## config.mk

```make
export PLATFORM = sky130hd
export DESIGN_NAME = pf_fifo
export DESIGN_NICKNAME = d
export VERILOG_FILES = /design/src/rtl/pf_pkg.sv /design/src/rtl/pf_store.sv /design/src/rtl/pf_cfg.sv /design/src/rtl/pf_ctrl.sv /design/src/rtl/pf_flags.sv /design/src/rtl/pf_fifo.sv
export SDC_FILE = /design/constraint.sdc
export NUM_CORES = 1
export LEC_CHECK = 0
export ABC_AREA = 1
export BUFFER_PORTS_ARGS = -buffer_cell sky130_fd_sc_hd__buf_4
export CAP_MARGIN = 10
export CORE_ASPECT_RATIO = 2
export CORE_MARGIN = 1
export CORE_UTILIZATION = 45
export CTS_CLUSTER_SIZE = 10
export DETAILED_ROUTE_END_ITERATION = 12
export GPL_ROUTABILITY_DRIVEN = 0
export PLACE_DENSITY_LB_ADDON = 0.12
export SYNTH_ARGS = -nofsm -noshare
export SYNTH_HDL_FRONTEND = slang
export SYNTH_HIERARCHICAL = 1
export SYNTH_SLANG_ARGS = --single-unit
export TNS_END_PERCENT = 100
```

## constraint.sdc

```tcl
create_clock -name clk -period 8.2 [get_ports clk]
set_input_delay 0.41 -clock clk [delete_from_list [all_inputs] [get_ports clk]]
set_output_delay 0.41 -clock clk [all_outputs]
set_load 0.01 [all_outputs]
```

## src/rtl/pf_pkg.sv

```systemverilog
// Shared types for the programmable-flag FIFO.
package pf_pkg;
    // Read timing selected at master reset
    typedef enum logic {
        MODE_STD  = 1'b0,
        MODE_FWFT = 1'b1
    } rd_mode_e;
endpackage

```

## src/rtl/pf_store.sv

```systemverilog
// Storage array: one synchronous write port and one combinational read port.
// Assumes the controller never reads a slot in the cycle it is written.
module pf_store #(
    parameter int W  = 8,
    parameter int D  = 16,
    parameter int AW = 4
) (
    input  logic          clk,
    input  logic          we,
    input  logic [AW-1:0] waddr,
    input  logic [W-1:0]  wdata,
    input  logic [AW-1:0] raddr,
    output logic [W-1:0]  rdata
);
    logic [W-1:0] mem [D];

    // Write the accepted word into its slot
    always_ff @(posedge clk) begin
        if (we) begin
            mem[waddr] <= wdata;
        end
    end

    assign rdata = mem[raddr];
endmodule

```

## src/rtl/pf_cfg.sv

```systemverilog
// Configuration holder: timing mode and flag offsets.
// Master reset loads defaults and samples the mode pin; partial reset keeps
// everything and blocks offset loads. Next-state values are exported so the
// flag register can follow them on the same edge.
module pf_cfg
    import pf_pkg::*;
#(
    parameter int CW    = 5,
    parameter int DEF_N = 2,
    parameter int DEF_M = 3
) (
    input  logic          clk,
    input  logic          mrst_n,
    input  logic          prst_n,
    input  logic          mode_sel,
    input  logic          ld,
    input  logic [CW-1:0] ld_n,
    input  logic [CW-1:0] ld_m,
    output rd_mode_e      mode_q,
    output rd_mode_e      mode_d,
    output logic [CW-1:0] n_q,
    output logic [CW-1:0] n_d,
    output logic [CW-1:0] m_q,
    output logic [CW-1:0] m_d
);
    localparam logic [CW-1:0] N_RST = CW'(DEF_N);
    localparam logic [CW-1:0] M_RST = CW'(DEF_M);

    // Next configuration: defaults on master reset, load when running
    always_comb begin
        mode_d = mode_q;
        n_d    = n_q;
        m_d    = m_q;
        if (!mrst_n) begin
            mode_d = mode_sel ? MODE_FWFT : MODE_STD;
            n_d    = N_RST;
            m_d    = M_RST;
        end else if (prst_n && ld) begin
            n_d = ld_n;
            m_d = ld_m;
        end
    end

    // Hold configuration
    always_ff @(posedge clk) begin
        mode_q <= mode_d;
        n_q    <= n_d;
        m_q    <= m_d;
    end
endmodule

```

## src/rtl/pf_ctrl.sv

```systemverilog
// Pointer, count and output-register control for both timing modes.
// Standard mode: an accepted read loads the oldest word into the output
// register. Fall-through mode: the output register refills by itself
// whenever it is empty or being consumed. Retransmit rewinds the read
// pointer to slot 0, which holds the first word since reset as long as no
// more than D words have been written. Both resets are synchronous.
module pf_ctrl
    import pf_pkg::*;
#(
    parameter int W  = 8,
    parameter int D  = 16,
    parameter int AW = 4,
    parameter int CW = 5
) (
    input  logic          clk,
    input  logic          mrst_n,
    input  logic          prst_n,
    input  rd_mode_e      mode,
    input  logic          wr_en,
    input  logic          rd_en,
    input  logic          rt_req,
    input  logic [W-1:0]  mem_rdata,
    output logic          we,
    output logic [AW-1:0] waddr,
    output logic [AW-1:0] raddr,
    output logic [W-1:0]  rd_data,
    output logic [CW-1:0] cnt_q,
    output logic [CW-1:0] cnt_d,
    output logic          outv_q,
    output logic          outv_d
);
    localparam logic [CW-1:0] DEP    = CW'(D);
    localparam logic [CW-1:0] WT_MAX = CW'(D + 1);
    localparam logic [CW-1:0] TWO    = CW'(2);
    localparam logic [AW-1:0] LAST   = AW'(D - 1);

    logic [AW-1:0] wptr_q, wptr_d, rptr_q, rptr_d;
    logic [CW-1:0] wtot_q, wtot_d, wsum;
    logic [1:0]    rtot_q, rtot_d;
    logic [W-1:0]  dout_q, dout_d;
    logic          run, fw, wr_acc, rd_acc, pop, load, rt_ok;

    function automatic logic [AW-1:0] step_ptr(input logic [AW-1:0] p);
        return (p == LAST) ? '0 : p + AW'(1);
    endfunction

    // Request qualification
    always_comb begin
        run    = mrst_n && prst_n;
        fw     = (mode == MODE_FWFT);
        wr_acc = wr_en && (cnt_q < DEP);
        wsum   = wtot_q + {{(CW-1){1'b0}}, wr_acc};
        rt_ok  = rt_req && (wtot_q >= TWO) && (rtot_q == 2'd2) && (wsum <= DEP);
        pop    = fw && rd_en && outv_q;
        load   = fw && (cnt_q != '0) && (!outv_q || pop);
        rd_acc = !fw && rd_en && (cnt_q != '0);
        raddr  = rt_ok ? '0 : rptr_q;
        we     = run && wr_acc;
        waddr  = wptr_q;
    end

    // Next state of pointers, counts and output register
    always_comb begin
        wptr_d = wptr_q;
        rptr_d = rptr_q;
        cnt_d  = cnt_q;
        wtot_d = wtot_q;
        rtot_d = rtot_q;
        dout_d = dout_q;
        outv_d = outv_q;
        if (!run) begin
            wptr_d = '0;
            rptr_d = '0;
            cnt_d  = '0;
            wtot_d = '0;
            rtot_d = '0;
            dout_d = '0;
            outv_d = 1'b0;
        end else begin
            if (wr_acc) begin
                wptr_d = step_ptr(wptr_q);
            end
            wtot_d = (wsum > WT_MAX) ? WT_MAX : wsum;
            if (rt_ok) begin
                if (fw) begin
                    dout_d = mem_rdata;
                    outv_d = 1'b1;
                    rptr_d = step_ptr('0);
                    cnt_d  = wsum - CW'(1);
                end else begin
                    rptr_d = '0;
                    cnt_d  = wsum;
                end
            end else if (fw) begin
                if (pop && rtot_q != 2'd2) begin
                    rtot_d = rtot_q + 2'd1;
                end
                if (load) begin
                    dout_d = mem_rdata;
                    outv_d = 1'b1;
                    rptr_d = step_ptr(rptr_q);
                end else if (pop) begin
                    outv_d = 1'b0;
                end
                cnt_d = cnt_q + {{(CW-1){1'b0}}, wr_acc} - {{(CW-1){1'b0}}, load};
            end else begin
                if (rd_acc) begin
                    dout_d = mem_rdata;
                    rptr_d = step_ptr(rptr_q);
                    if (rtot_q != 2'd2) begin
                        rtot_d = rtot_q + 2'd1;
                    end
                end
                cnt_d = cnt_q + {{(CW-1){1'b0}}, wr_acc} - {{(CW-1){1'b0}}, rd_acc};
            end
        end
    end

    // State registers
    always_ff @(posedge clk) begin
        wptr_q <= wptr_d;
        rptr_q <= rptr_d;
        cnt_q  <= cnt_d;
        wtot_q <= wtot_d;
        rtot_q <= rtot_d;
        dout_q <= dout_d;
        outv_q <= outv_d;
    end

    assign rd_data = dout_q;
endmodule

```

## src/rtl/pf_flags.sv

```systemverilog
// Status flag register. Computes all five active-low flags from the
// next-state count, output-valid bit, mode and offsets, so each flag changes
// on the same edge as the state it reports. Resets reach it through those
// next-state inputs, which already hold the reset values.
module pf_flags
    import pf_pkg::*;
#(
    parameter int D  = 16,
    parameter int CW = 5
) (
    input  logic          clk,
    input  rd_mode_e      mode_d,
    input  logic [CW-1:0] cnt_d,
    input  logic          outv_d,
    input  logic [CW-1:0] n_d,
    input  logic [CW-1:0] m_d,
    output logic          ef_or_n,
    output logic          ff_ir_n,
    output logic          pae_n,
    output logic          paf_n,
    output logic          hf_n
);
    localparam logic [CW:0]   CAP_S = (CW+1)'(D);
    localparam logic [CW:0]   CAP_F = (CW+1)'(D + 1);
    localparam logic [CW-1:0] DEP   = CW'(D);

    logic          fw;
    logic [CW:0]   lvl, cap, half;
    logic [CW+1:0] reach;

    // Level and thresholds for the coming state
    always_comb begin
        fw    = (mode_d == MODE_FWFT);
        lvl   = {1'b0, cnt_d} + {{CW{1'b0}}, outv_d};
        cap   = fw ? CAP_F : CAP_S;
        half  = cap >> 1;
        reach = {1'b0, lvl} + {2'b00, m_d};
    end

    // Register the flags
    always_ff @(posedge clk) begin
        ef_or_n <= fw ? !outv_d : (lvl != '0);
        ff_ir_n <= fw ? (cnt_d >= DEP) : (lvl != CAP_S);
        pae_n   <= (lvl > {1'b0, n_d});
        paf_n   <= (reach < {1'b0, cap});
        hf_n    <= (lvl <= half);
    end
endmodule

```

## src/rtl/pf_fifo.sv

```systemverilog
// Programmable-flag FIFO top: configuration holder, controller, storage and
// flag register. Single clock; both resets synchronous and active low.
module pf_fifo
    import pf_pkg::*;
#(
    parameter int W     = 8,
    parameter int D     = 16,
    parameter int DEF_N = 2,
    parameter int DEF_M = 3,
    localparam int AW   = (D > 1) ? $clog2(D) : 1,
    localparam int CW   = $clog2(D + 3)
) (
    input  logic          clk,
    input  logic          mrst_n,
    input  logic          prst_n,
    input  logic          fwft_sel,
    input  logic          ofs_ld,
    input  logic [CW-1:0] ofs_empty,
    input  logic [CW-1:0] ofs_full,
    input  logic          wr_en,
    input  logic [W-1:0]  wr_data,
    input  logic          rd_en,
    input  logic          rt_req,
    output logic [W-1:0]  rd_data,
    output logic          ef_or_n,
    output logic          ff_ir_n,
    output logic          pae_n,
    output logic          paf_n,
    output logic          hf_n
);
    rd_mode_e      mode_q, mode_d;
    logic [CW-1:0] ofs_n_q, ofs_n_d, ofs_m_q, ofs_m_d;
    logic [CW-1:0] cnt_q, cnt_d, level;
    logic          outv_q, outv_d, we, mode_fw;
    logic [AW-1:0] waddr, raddr;
    logic [W-1:0]  mem_rdata;

    pf_cfg #(.CW(CW), .DEF_N(DEF_N), .DEF_M(DEF_M)) u_cfg (
        .clk(clk), .mrst_n(mrst_n), .prst_n(prst_n), .mode_sel(fwft_sel),
        .ld(ofs_ld), .ld_n(ofs_empty), .ld_m(ofs_full),
        .mode_q(mode_q), .mode_d(mode_d), .n_q(ofs_n_q), .n_d(ofs_n_d),
        .m_q(ofs_m_q), .m_d(ofs_m_d)
    );

    pf_ctrl #(.W(W), .D(D), .AW(AW), .CW(CW)) u_ctrl (
        .clk(clk), .mrst_n(mrst_n), .prst_n(prst_n), .mode(mode_q),
        .wr_en(wr_en), .rd_en(rd_en), .rt_req(rt_req), .mem_rdata(mem_rdata),
        .we(we), .waddr(waddr), .raddr(raddr), .rd_data(rd_data),
        .cnt_q(cnt_q), .cnt_d(cnt_d), .outv_q(outv_q), .outv_d(outv_d)
    );

    pf_store #(.W(W), .D(D), .AW(AW)) u_store (
        .clk(clk), .we(we), .waddr(waddr), .wdata(wr_data),
        .raddr(raddr), .rdata(mem_rdata)
    );

    pf_flags #(.D(D), .CW(CW)) u_flags (
        .clk(clk), .mode_d(mode_d), .cnt_d(cnt_d), .outv_d(outv_d),
        .n_d(ofs_n_d), .m_d(ofs_m_d),
        .ef_or_n(ef_or_n), .ff_ir_n(ff_ir_n), .pae_n(pae_n),
        .paf_n(paf_n), .hf_n(hf_n)
    );

    assign level   = cnt_q + {{(CW-1){1'b0}}, outv_q};
    assign mode_fw = (mode_q == MODE_FWFT);
endmodule

```

==> implementation parameters, run 1 <==
Parameter                              Value

Outcome
  Status    finished clean

STA
  Headroom to the max-slew limit    approximately 25%
  Actual slew at the worst max-slew pin    around 1.1 ns
  Setup skew after layout    between 0.007 and 0.008 ns
  Total negative slack for setup checks    0 ns
  Period utilization    53.2%
  Maximum clock rate    229 MHz
  Tmin final    ~4.4 ns
  RSZ-0062 raised after global routing    false
  Hold violation total from the final report    0
  Number of pins exceeding their max-slew limit in the final report    0
  Final setup violating endpoints    0

GRT
  First-pass GRT wire length    roughly 31000 um
  Overall overflow remaining after global route    0
  Overall fraction of global-route tracks in use    between 20% and 30%
  Largest net degree at the start of global routing    66
  Number of global-route vias before repair    about 6000
  Number of antenna violations at the first check in global routing    0

Synth
  Portion of the post-synthesis area used by sequential elements    between 50% and 60%
  Largest cells by area after synthesis    sky130_fd_sc_hd__edfxtp_1, sky130_fd_sc_hd__dfxtp_1, sky130_fd_sc_hd__nand2_1
  EDFF count, synth    between 100 and 150
  Synthesis Warnings    6
  Post-synthesis mux area share    0%
  Share of flip-flops with an asynchronous set or reset    0%
  Post-synth net total    974
  Most common cell in the synthesized netlist    sky130_fd_sc_hd__nand2_1
  Compound-cell area share of the yosys netlist    about 2.4%
  Dominant combinational cell family by area after synthesis    simple AND/OR/NAND/NOR gates
  Adder-cell share of the synthesized area    ~4%
  Post-synthesis instance area    around 8400 sq um
  Post-synthesis simple-gate area fraction    24.9%
  Count of unique library cells instantiated by Yosys    38
  Mapped Avg Cell Area    9.06 sq um
  Dominant register cell in the synthesized netlist    sky130_fd_sc_hd__edfxtp_1
  Number of synthesized register bits    ~170
  Leading post-synthesis cells by instance count    sky130_fd_sc_hd__nand2_1, sky130_fd_sc_hd__inv_1, sky130_fd_sc_hd__edfxtp_1, sky130_fd_sc_hd__nand3_1, sky130_fd_sc_hd__nor2_1
  Area share of the largest cell type after synthesis    a little under half
  Synthesized-area fraction occupied by xor and xnor cells    under 10%
  Cell count after synthesis    922
  Library cell occupying the most area in the post-synthesis netlist    sky130_fd_sc_hd__edfxtp_1

Clock network
  CTS buffer count    17
  Clock-pin transition on the worst setup and hold timing paths    0.06 ns
  Gates resized, CTS repair    0
  Clock Latency Late Sink    0.43 ns
  Number of buffers inserted for hold repair after clock tree synthesis    0
  H-Tree Depth    4
  Clock tree from TritonCTS    done
  Max Buffers Root-to-Sink    2
  Total number of clock tree sinks    around 170
  Post-CTS repair timing setup buffer count    0
  Clock tree root driver cell    sky130_fd_sc_hd__clkbuf_16

Pwr
  Pleak    4.11 nW
  Relative contribution of the clock network to total power    40.9%
  Power per unit of standard cell area    approximately 220 nW/um^2
  Worst IR Drop VDD    about 0.16 mV
  Sequential fraction of design power    about half
  Internal power    roughly 1.5 mW
  Sw frac    a little under a quarter
  Net load switching power    approximately 470 uW
  Power share of the combinational group    a little over a tenth

Placement
  HPWL Detailed    between 10000 and 15000 um
  Number of cells in the design after placement    roughly 1100
  Number of port buffers    38
  Placed Instance Area    8720 sq um

Worst setup path
  CP max FO    between 60 and 70
  Worst Setup Path Type    flip-flop to flip-flop
  CP required    about 8.6 ns
  Worst path arrival time    4.73 ns
  Worst Setup End Kind    flip-flop
  Setup crit start kind    flip-flop

Detailed routing
  Routed wire length per instance    approximately 17 um
  Drt total wl    ~20000 um
  Routed vias/inst    5.10
  Via total after detailed routing    about 6000
  Number of design-rule violations left by the first detailed-router iteration    roughly 300
  Routed Antenna Nets    0
  Remaining design rule violation count    0
  Drt pass-1 iters    5

Flow run
  Number of violations of the max-capacitance limit    0

Layout
  Number of nets in the layout    between 1000 and 1500
  P&R area growth vs syn    11.5%
  Proportion of layout cells with a drive suffix above 1    under 10%
  Number of standard cells in the final layout excluding fillers    1181
  Post-layout instance area    around 9300 sq um
  Number of diodes    0

Floorplanning
  Height of the chip    approximately 200 um
  # rows    70
  Area of the core    approximately 18000 sq um
  DIE WIDTH    around 98 um
  Area of the die    between 15000 and 20000 sq um
  Effective utilization at floorplan    45.9%
  Boundary pin count    39

Worst hold path
  Kind of path behind the tightest hold check    primary input to flip-flop
[routing by layer]
metal / vias to the layer above / share of wire, % / GRT usage (%)
met1: 2838 / 35 / 21.2
met4: 0 / 3.3 / 10.3
met3: 30 / 3.0 / 2.70
met5: - / 0 / 0
li1: 3018 / - / -
met2: 132 / 59 / 44.7
[state kept, by name, summed over array words and instances (netlist names)]
signal / flops
u_flags/hf_n: 1
u_ctrl/outv_q: 1
u_flags/ef_or_n: 1
u_cfg/mode_q: 1
u_ctrl/rtot_q: 2
u_ctrl/rd_data: 8
u_flags/paf_n: 1
u_ctrl/waddr: 4
u_cfg/n_q: 5
u_flags/pae_n: 1
u_store/mem: 128
u_ctrl/wtot_q: 5
u_ctrl/rptr_q: 4
u_ctrl/cnt_q: 5
u_cfg/m_q: 5
u_flags/ff_ir_n: 1
[layout make-up]
class,count,area [sq um]
inverter,163,613
clock inverter,8,144
fill,1745,8900
multi-input combinational,556,2790
timing repair buffer,41,308
clock buffer,24,452
tap,216,270
sequential,173,4740
[power groups by stage]
stage / logic, mW / clock network (mW) / registers (mW)
2_1_floorplan: 0.150 / 0 / 0.988
4_1_cts: 0.225 / 0.843 / 0.970
3_3_place_gp: 0.224 / 0 / 0.988
6_report: 0.223 / 0.824 / 0.970
3_5_place_dp: 0.224 / 0 / 0.988
5_1_grt: 0.253 / 0.870 / 0.971
[critical path, cell delays in order, from the launching register on]
cell and delay [ns]:
sky130_fd_sc_hd__dfxtp_1 0.34, sky130_fd_sc_hd__inv_1 0.07, sky130_fd_sc_hd__nand2_1 0.16, sky130_fd_sc_hd__inv_1 0.13, sky130_fd_sc_hd__ha_1 0.23, sky130_fd_sc_hd__ha_1 0.30, sky130_fd_sc_hd__inv_1 0.09, sky130_fd_sc_hd__ha_1 0.22
sky130_fd_sc_hd__nand3_2 0.10, sky130_fd_sc_hd__nand2_4 0.07, sky130_fd_sc_hd__nand2_4 0.14, sky130_fd_sc_hd__nand2_1 0.12, sky130_fd_sc_hd__inv_2 0.06, sky130_fd_sc_hd__buf_4 0.56, sky130_fd_sc_hd__inv_2 0.62, sky130_fd_sc_hd__nand2_1 0.19
sky130_fd_sc_hd__nand3_1 0.11, sky130_fd_sc_hd__nand3_1 0.14, sky130_fd_sc_hd__nand3_1 0.11, sky130_fd_sc_hd__nand2_1 0.12, sky130_fd_sc_hd__inv_1 0.08, sky130_fd_sc_hd__nand4_1 0.09, sky130_fd_sc_hd__nand2_1 0.06, sky130_fd_sc_hd__nor2_1 0.08
[path summary, 6_finish.rpt]
path,startpoint,to,slack [ns],depth (start not counted)
worst min-delay path,ofs_empty[1],u_cfg/n_q[1]$_DFF_P_,0.25,3
worst min register to register,u_cfg/n_q[1]$_DFF_P_,u_cfg/n_q[1]$_DFF_P_,0.47,2
worst max register to register,u_ctrl/cnt_q[4]$_DFF_P_,u_ctrl/rd_data[6]$_SDFFE_PN0P_,3.84,23
worst max-delay path,u_ctrl/cnt_q[4]$_DFF_P_,u_ctrl/rd_data[6]$_SDFFE_PN0P_,3.84,23
[cells in the final DEF, fill, tap and decap left out, drive strengths merged]
master,instances
nor3b,1
ha,25
a21oi,16
nand3b,3
o22ai,2
xnor2,4
buf,41
nand3,131
o21ai,13
clkbuf,24
edfxtp,128
dfxtp,45
a21boi,1
o31a,1
bufinv,4
clkinvlp,2
and3,2
nor2,84
xor2,13
inv,161
clkinv,4
a22oi,1
nand2,241
nor3,2
nand4,14
fa,1
a211oi,1
[per-stage QoR]
step | setup slack, ns | hold WS, ns | utilization (%) | power, mW
2_1_floorplan | 4.55 | 0.427 | - | 1.14
3_3_place_gp | 3.72 | 0.446 | 47.9 | 1.21
3_5_place_dp | 3.71 | 0.459 | 47.9 | 1.21
4_1_cts | 3.82 | 0.244 | 51.1 | 2.04
5_1_grt | 3.40 | 0.265 | 51.1 | 2.09
6_report | 3.84 | 0.254 | 51.1 | 2.02
[kinds of logic after synthesis]
logic type | count (synthesis)
adders and majority gates | 26
DFF | 173
AOI/OAI and AO/OA | 35
xor gates and xnor gates | 17
buffers and inverters | 193
and+or+nand+nor | 478
(Power assumes the default switching activity.)
==> run 2: changes to the inputs <==
--- a/config.mk
+++ b/config.mk
@@ -5,7 +5,7 @@
 export SDC_FILE = /design/constraint.sdc
 export NUM_CORES = 1
 export LEC_CHECK = 0
-export ABC_AREA = 1
+export ABC_AREA = 0
 export BUFFER_PORTS_ARGS = -buffer_cell sky130_fd_sc_hd__buf_4
 export CAP_MARGIN = 10
 export CORE_ASPECT_RATIO = 2
==> constraint.sdc (replaced) <==
create_clock -name clk -period 3.64 [get_ports clk]
set_input_delay 0.182 -clock clk [delete_from_list [all_inputs] [get_ports clk]]
set_output_delay 0.182 -clock clk [all_outputs]
set_load 0.01 [all_outputs]
==> implementation parameters, run 2 <==
Parameter                              Value

Outcome
  Status    finished, violations left
  Failing checks    setup timing

Layout
  Register with the most flip-flops    u_store/mem
  Final core occ    58.0% (+6.9 points)
  Most frequent standard cell in the layout excluding fill and tap cells    sky130_fd_sc_hd__edfxtp_1
  P&R area growth vs syn    26.6%
  Number of nets in the layout    733 (-27%)
  Filler cell count    1419 (-19%)
  Proportion of layout cells with a drive suffix above 1    35.7% (+26 points)
  Largest register FFs    128 (unchanged)
  Most used cells in the layout excluding fill and tap cells    sky130_fd_sc_hd__edfxtp_1, sky130_fd_sc_hd__buf_4, sky130_fd_sc_hd__dfxtp_1
  Number of diodes    0 (unchanged)

STA
  Actual slew at the worst max-slew pin    0.937 ns (-0.195 ns)
  Final setup violating endpoints    11 (+11)
  RSZ-0062 raised after global routing    true
  Maximum clock rate    251 MHz (+9.7%)
  Total negative slack for setup checks    -1.19 ns (-1.19 ns)
  Worst-case hold slack    0.0457 ns (-0.208 ns)
  Number of pins exceeding their max-slew limit in the final report    0 (unchanged)
  Tmin final    3.98 ns (-0.387 ns)
  Setup skew after layout    0.0105 ns (+0.00313 ns)
  Worst setup margin    -0.338 ns (-4.17 ns)
  Period utilization    109% (+56 points)
  Hold violation total from the final report    0 (unchanged)
  Headroom to the max-slew limit    37.3% (+13 points)

Synth
  Most common cell in the synthesized netlist    sky130_fd_sc_hd__edfxtp_1
  Library cell occupying the most area in the post-synthesis netlist    sky130_fd_sc_hd__edfxtp_1
  Share of flip-flops with an asynchronous set or reset    0% (unchanged)
  EDFF count, synth    128 (unchanged)
  Number of synthesized register bits    173 (unchanged)
  Synthesis Warnings    6 (unchanged)
  Mapped Avg Cell Area    13.9 sq um (+53%)
  Largest cells by area after synthesis    sky130_fd_sc_hd__edfxtp_1, sky130_fd_sc_hd__dfxtp_1, sky130_fd_sc_hd__mux4_2
  Area share of the largest cell type after synthesis    48.6% (+2.6 points)
  Portion of the post-synthesis area used by sequential elements    59.9% (+3.2 points)
  Count of unique library cells instantiated by Yosys    66 (+74%)
  Leading post-synthesis cells by instance count    sky130_fd_sc_hd__edfxtp_1, sky130_fd_sc_hd__nand2_1, sky130_fd_sc_hd__dfxtp_1
  Dominant register cell in the synthesized netlist    sky130_fd_sc_hd__edfxtp_1
  Post-synthesis instance area    7920 sq um (-5.3%)
  Post-synth net total    622 (-36%)
  Cell count after synthesis    570 (-38%)

Clock network
  Total number of clock tree sinks    173 (unchanged)
  Clock-pin transition on the worst setup and hold timing paths    0.08 ns (+0.02 ns)
  CTS buffer count    17 (unchanged)
  H-Tree Depth    4 (unchanged)
  Clock Latency Late Sink    0.43 ns (about the same)
  Max Buffers Root-to-Sink    2 (unchanged)
  Clock tree from TritonCTS    done
  Clock tree root driver cell    sky130_fd_sc_hd__clkbuf_16

Pwr
  Relative contribution of the clock network to total power    37.8% (-3.1 points)
  Internal power    3.45 mW (+120%)
  Power per unit of standard cell area    467 nW/um^2 (+120%)
  Net load switching power    1.23 mW (+160%)
  Power share of the combinational group    15.7% (+4.7 points)
  Sw frac    26.3% (+2.9 points)
  Pleak    3.58 nW (-13%)
  Worst IR Drop VDD    0.443 mV (+180%)
  Sequential fraction of design power    46.5% (-1.6 points)

GRT
  Largest net degree at the start of global routing    30 (-55%)
  Number of antenna violations at the first check in global routing    0 (unchanged)
  Overall overflow remaining after global route    0 (unchanged)
  Overall fraction of global-route tracks in use    21.9% (-0.18 points)
  Number of global-route vias before repair    5420 (-9.3%)
  First-pass GRT wire length    28600 um (-8.3%)

Worst setup path
  Setup crit start kind    flip-flop
  CP max FO    4 (-94%)
  Worst Setup End Kind    flip-flop
  CP required    3.95 ns (-4.62 ns)
  Worst Setup Path Type    flip-flop to flip-flop
  Worst path arrival time    4.29 ns (-0.44 ns)

Floorplanning
  Boundary pin count    39 (unchanged)
  Area of the die    18200 sq um (-5.2%)
  DIE WIDTH    95.8 um (-2.6%)
  Area of the core    17300 sq um (-5.2%)
  Height of the chip    190 um (-2.6%)
  Effective utilization at floorplan    45.8% (about the same)
  # rows    68 (-2.9%)

Flow run
  Number of violations of the max-capacitance limit    0 (unchanged)

Detailed routing
  Via total after detailed routing    5110 (-15%)
  Routed wire length per instance    20.4 um (+22%)
  Drt total wl    18400 um (-6.9%)
  Number of design-rule violations left by the first detailed-router iteration    176 (-41%)
  Routed Antenna Nets    0 (unchanged)
  Drt pass-1 iters    4 (-1)
  Routed vias/inst    5.65 (+11%)
  Remaining design rule violation count    0 (unchanged)

Worst hold path
  Kind of path behind the tightest hold check    primary input to flip-flop

Placement
  DP Worst Slack    -0.524 ns (-4.24 ns)
  HPWL Detailed    13400 um (-3.4%)
  Number of port buffers    38 (unchanged)
[run 2: cell types whose count changed after synthesis, moves of 8 or more]
cell | before | now
sky130_fd_sc_hd__mux4_2 | 0 | 18
sky130_fd_sc_hd__nand2b_1 | 0 | 12
sky130_fd_sc_hd__nor2_1 | 82 | 32
sky130_fd_sc_hd__inv_1 | 152 | 19
sky130_fd_sc_hd__a22oi_1 | 1 | 16
sky130_fd_sc_hd__nand4_1 | 13 | 23
sky130_fd_sc_hd__o21ai_1 | 0 | 8
sky130_fd_sc_hd__inv_2 | 9 | 0
sky130_fd_sc_hd__mux4_1 | 0 | 14
sky130_fd_sc_hd__nand3_1 | 128 | 17
sky130_fd_sc_hd__nand2_1 | 233 | 46
sky130_fd_sc_hd__a211o_1 | 0 | 10
sky130_fd_sc_hd__and2_1 | 0 | 8
[run 2: kinds of logic (layout without fill, tap and decap cells)]
group           Yosys count  count (layout)  share of synthesized area [%]
simple gates            179             179                           12.0
flops                   173             173                           59.9
compound gates           91              91                           8.11
buf+inv                  50             174                           3.78
mux                      34              34                           10.1
fa+ha+maj                26              26                           4.20
xor+xnor                 17              17                           1.88
[run 2: power groups by stage]
stage               Combinational, mW  Clock [mW]  Sequential [mW]
floorplan                       0.362           0             2.23
global placement                0.582           0             2.22
detailed placement              0.597           0             2.22
CTS                             0.704        1.81             2.18
global route                    0.796        1.87             2.18
finish                          0.733        1.77             2.18
[run 2: repair_timing]
item                                   in CTS  in global routing
hold buffers                                1                  0
gates cloned                                1                  0
gates resized for setup                    55                 18
setup endpoints to repair                  12                 12
setup buffers                              11                  3
pin swaps                                  26                  9
endpoints found under the hold margin       1                  0
[run 2: path summary, 6_finish.rpt]
check | startpoint | to | slack, ns | depth (start not counted)
max | u_ctrl/cnt_q[4]$_DFF_P_ | u_flags/paf_n$_DFF_P_ | -0.34 | 20
min | ofs_empty[0] | u_cfg/n_q[0]$_DFF_P_ | 0.05 | 3
max reg2reg | u_ctrl/cnt_q[4]$_DFF_P_ | u_flags/paf_n$_DFF_P_ | -0.34 | 20
min reg2reg | u_cfg/n_q[4]$_DFF_P_ | u_cfg/n_q[4]$_DFF_P_ | 0.46 | 2
[run 2: worst max-delay path, stage by stage (launching register included)]
cell and delay, ns:
sky130_fd_sc_hd__dfxtp_2 0.33, sky130_fd_sc_hd__nand2b_4 0.13, sky130_fd_sc_hd__inv_4 0.04, sky130_fd_sc_hd__ha_4 0.15
sky130_fd_sc_hd__ha_4 0.22, sky130_fd_sc_hd__inv_4 0.06, sky130_fd_sc_hd__ha_4 0.13, sky130_fd_sc_hd__nor4b_4 0.20
sky130_fd_sc_hd__nor4_2 0.07, sky130_fd_sc_hd__a211o_1 0.32, sky130_fd_sc_hd__buf_6 0.15, sky130_fd_sc_hd__buf_6 0.13
sky130_fd_sc_hd__a21oi_4 0.20, sky130_fd_sc_hd__ha_4 0.17, sky130_fd_sc_hd__ha_4 0.22, sky130_fd_sc_hd__ha_4 0.25
sky130_fd_sc_hd__a211oi_4 0.31, sky130_fd_sc_hd__nor3b_4 0.09, sky130_fd_sc_hd__o221ai_2 0.21, sky130_fd_sc_hd__and3b_1 0.21
sky130_fd_sc_hd__a311o_1 0.26
[run 2: through the flow]
step / area (sq um) / total power [mW] / instances
2_1_floorplan: 8060 / 2.59 / 570
3_3_place_gp: 8940 / 2.80 / 856
3_5_place_dp: 8940 / 2.82 / 856
4_1_cts: 9910 / 4.69 / 901
5_1_grt: 10000 / 4.85 / 904
6_report: 10000 / 4.68 / 904
[run 2: layout make-up]
type | instances | area [sq um] | area share, %
Inverter | 19 | 76.3 | 0.761
Tap cell | 210 | 263 | 2.62
Sequential cell | 173 | 4750 | 47.3
Clock inverter | 15 | 158 | 1.57
Timing Repair Buffer | 123 | 1080 | 10.8
Multi-Input combinational cell | 347 | 3270 | 32.7
Clock buffer | 17 | 425 | 4.24
[run 2: metal layers]
metal  global-route usage [%]  part of all wire (%)
met1                     20.5                    34
met2                     43.8                    61
met3                     2.72                   2.0
met4                     10.6                   3.8
met5                        0                     0
==> run 3: changes to the inputs <==
--- a/config.mk
+++ b/config.mk
@@ -15,6 +15,7 @@
 export DETAILED_ROUTE_END_ITERATION = 12
 export GPL_ROUTABILITY_DRIVEN = 0
 export PLACE_DENSITY_LB_ADDON = 0.12
+export RECOVER_POWER = 50
 export SYNTH_ARGS = -nofsm -noshare
 export SYNTH_HDL_FRONTEND = slang
 export SYNTH_HIERARCHICAL = 1
==> implementation parameters, run 3 (same netlist as run 2, synthesis figures left out) <==
Parameter                              Value

Floorplanning
  Area of the die    18200 sq um (unchanged)
  DIE WIDTH    95.8 um (unchanged)
  # rows    68 (unchanged)
  Area of the core    17300 sq um (unchanged)
  Effective utilization at floorplan    45.8% (unchanged)
  Boundary pin count    39 (unchanged)
  Height of the chip    190 um (unchanged)

Worst setup path
  CP required    3.95 ns (about the same)
  Worst Setup Path Type    flip-flop to flip-flop
  Worst path arrival time    4.27 ns (-0.02 ns)
  Sum of buffers and inverters on the critical path    4 (unchanged)
  Critical-path cell list    nand2b_4 > inv_4 > ha_4 > ha_4 > inv_4 > ha_4 > nor4b_4 > nor4_2 > a211o_1 > buf_6 > buf_6 > a21oi_4 > ha_4 > ha_4 > ha_4 > a211oi_4 > nor3b_4 > o221ai_2 > and3b_1 > a311o_1
  CP delay by family, top    compound AO/OA/AOI/OAI gates
  Setup crit start kind    flip-flop
  CP max FO    4 (unchanged)
  Reg-to-reg critical path startpoint    u_ctrl/cnt_q[4]$_DFF_P_
  CP dominant cell by count    sky130_fd_sc_hd__ha_4
  Worst Setup End Kind    flip-flop
  Critical Path Max Stage Delay    0.33 ns (about the same)
  Critical Path Start    u_ctrl/cnt_q[4]$_DFF_P_
  Slowest cell on the critical path    sky130_fd_sc_hd__dfxtp_2

GRT
  Number of global-route vias before repair    5420 (unchanged)
  Largest net degree at the start of global routing    30 (unchanged)
  Number of antenna violations at the first check in global routing    0 (unchanged)
  Overall overflow remaining after global route    0 (unchanged)
  First-pass GRT wire length    28600 um (unchanged)
  Overall fraction of global-route tracks in use    21.9% (unchanged)

Worst hold path
  Kind of path behind the tightest hold check    primary input to flip-flop
  Launch instance of the worst min-delay path    ofs_empty[0]

Layout
  Final core occ    57.5% (-0.49 points)
  Most frequent standard cell in the layout excluding fill and tap cells    sky130_fd_sc_hd__edfxtp_1
  Largest register FFs    128 (unchanged)
  Number of standard cells in the final layout excluding fillers    904 (unchanged)
  Register with the most flip-flops    u_store/mem
  Number of nets in the layout    733 (unchanged)
  Filler cell count    1430 (+0.78%)
  Number of diodes    0 (unchanged)
  P&R area growth vs syn    25.5%
  Proportion of layout cells with a drive suffix above 1    32.6% (-3.2 points)
  Most used cells in the layout excluding fill and tap cells    sky130_fd_sc_hd__edfxtp_1, sky130_fd_sc_hd__buf_4, sky130_fd_sc_hd__dfxtp_1

STA
  Period utilization    109% (-0.73 points)
  Hold violation total from the final report    0 (unchanged)
  Worst setup margin    -0.312 ns (+0.0265 ns)
  Actual slew at the worst max-slew pin    0.960 ns (+0.0226 ns)
  Maximum clock rate    253 MHz (+0.67%)
  Tmin final    3.95 ns (-0.0265 ns)
  Number of pins exceeding their max-slew limit in the final report    0 (unchanged)
  Headroom to the max-slew limit    35.8% (-1.5 points)
  RSZ-0062 raised after global routing    true
  Setup skew after layout    0.00895 ns (-0.00152 ns)
  Final setup violating endpoints    11 (unchanged)

Detailed routing
  Routed vias/inst    5.66 (about the same)
  Drt total wl    18500 um (+0.21%)
  Drt pass-1 iters    4 (unchanged)
  Remaining design rule violation count    0 (unchanged)
  Via total after detailed routing    5113 (+0.059%)
  Routed wire length per instance    20.4 um (+0.21%)
  Number of design-rule violations left by the first detailed-router iteration    216 (+23%)
  Routed Antenna Nets    0 (unchanged)

Clock network
  H-Tree Depth    4 (unchanged)
  Total number of clock tree sinks    173 (unchanged)
  Clock-pin transition on the worst setup and hold timing paths    0.08 ns (about the same)
  CTS buffer count    17 (unchanged)
  Clock Latency Late Sink    0.43 ns (about the same)
  Clock tree from TritonCTS    done
  Max Buffers Root-to-Sink    2 (unchanged)
  Clock tree root driver cell    sky130_fd_sc_hd__clkbuf_16

Placement
  HPWL Detailed    13400 um (unchanged)
  Number of cells in the design after placement    856 (unchanged)
  Number of port buffers    38 (unchanged)

Pwr
  Sw frac    26.4% (+0.071 points)
  Sequential fraction of design power    46.8% (+0.3 points)
  Internal power    3.43 mW (-0.53%)
  Net load switching power    1.23 mW (-0.17%)
  Worst IR Drop VDD    0.444 mV (about the same)
  Power per unit of standard cell area    469 nW/um^2 (+0.42%)
  Total chip power    4.66 mW (-0.43%)
  Pleak    3.49 nW (-2.3%)
  Power share of the combinational group    15.3% (-0.4 points)
  Relative contribution of the clock network to total power    37.9% (about the same)

Outcome
  Failing checks    setup timing
  Status    finished, violations left

Flow run
  Number of violations of the max-capacitance limit    0 (unchanged)
run 3: cell type report:
type	instances	area (sq um)	area share, %
multi-input cells	347	3260	32.8
inverters	19	76.3	0.768
clock buffers	17	425	4.28
clock inverters	15	158	1.59
flip-flops and latches	173	4750	47.8
well taps	210	263	2.64
repair buffers	123	1010	10.2
run 3: worst min-delay path: stages:
cell and delay, ns:
sky130_fd_sc_hd__buf_4 0.08, sky130_fd_sc_hd__nand4_1 0.05, sky130_fd_sc_hd__o21ai_0 0.11
run 3: timing repair:
action                                 CTS  global route
gates resized for setup                 55            18
setup endpoints to repair               12            12
setup buffers                           11             3
pin swaps                               26             9
endpoints found under the hold margin    1             0
hold buffers                             1             0
cloned                                   1             0
run 3: path summary, 6_finish.rpt:
check | slack, ns | depth (start not counted) | end
max reg2reg | -0.31 | 20 | u_flags/paf_n$_DFF_P_
max | -0.31 | 20 | u_flags/paf_n$_DFF_P_
min reg2reg | 0.48 | 2 | u_ctrl/rtot_q[1]$_SDFFE_PN0P_
min | 0.04 | 3 | u_cfg/n_q[0]$_DFF_P_
run 3: power by group through the flow:
stage               Clock, mW  Sequential [mW]  Combinational [mW]
finish                   1.77             2.18               0.714
global route             1.87             2.18               0.776
CTS                      1.81             2.18               0.704
detailed placement          0             2.22               0.597
global placement            0             2.22               0.582
floorplan                   0             2.23               0.362
run 3: metrics by stage:
step	TNS, ns	instance area (sq um)	worst slack (ns)	hold slack [ns]
final	-1.19	9940	-0.312	0.0407
after global routing	-3.67	9940	-0.510	0.0599
after CTS	-1.68	9910	-0.315	0.0199
after detailed placement	-3.12	8940	-0.524	0.448
after global placement	-2.38	8940	-0.420	0.446
after floorplan	-0.436	8060	-0.391	0.281
run 3: layer usage:
layer / routed length (um) / vias to the layer above / GRT usage [%]
met2: 11400 / 114 / 43.8
met5: 0 / - / 0
met1: 6200 / 2543 / 20.5
li1: - / 2426 / -
met3: 390 / 30 / 2.72
met4: 505 / 0 / 10.6
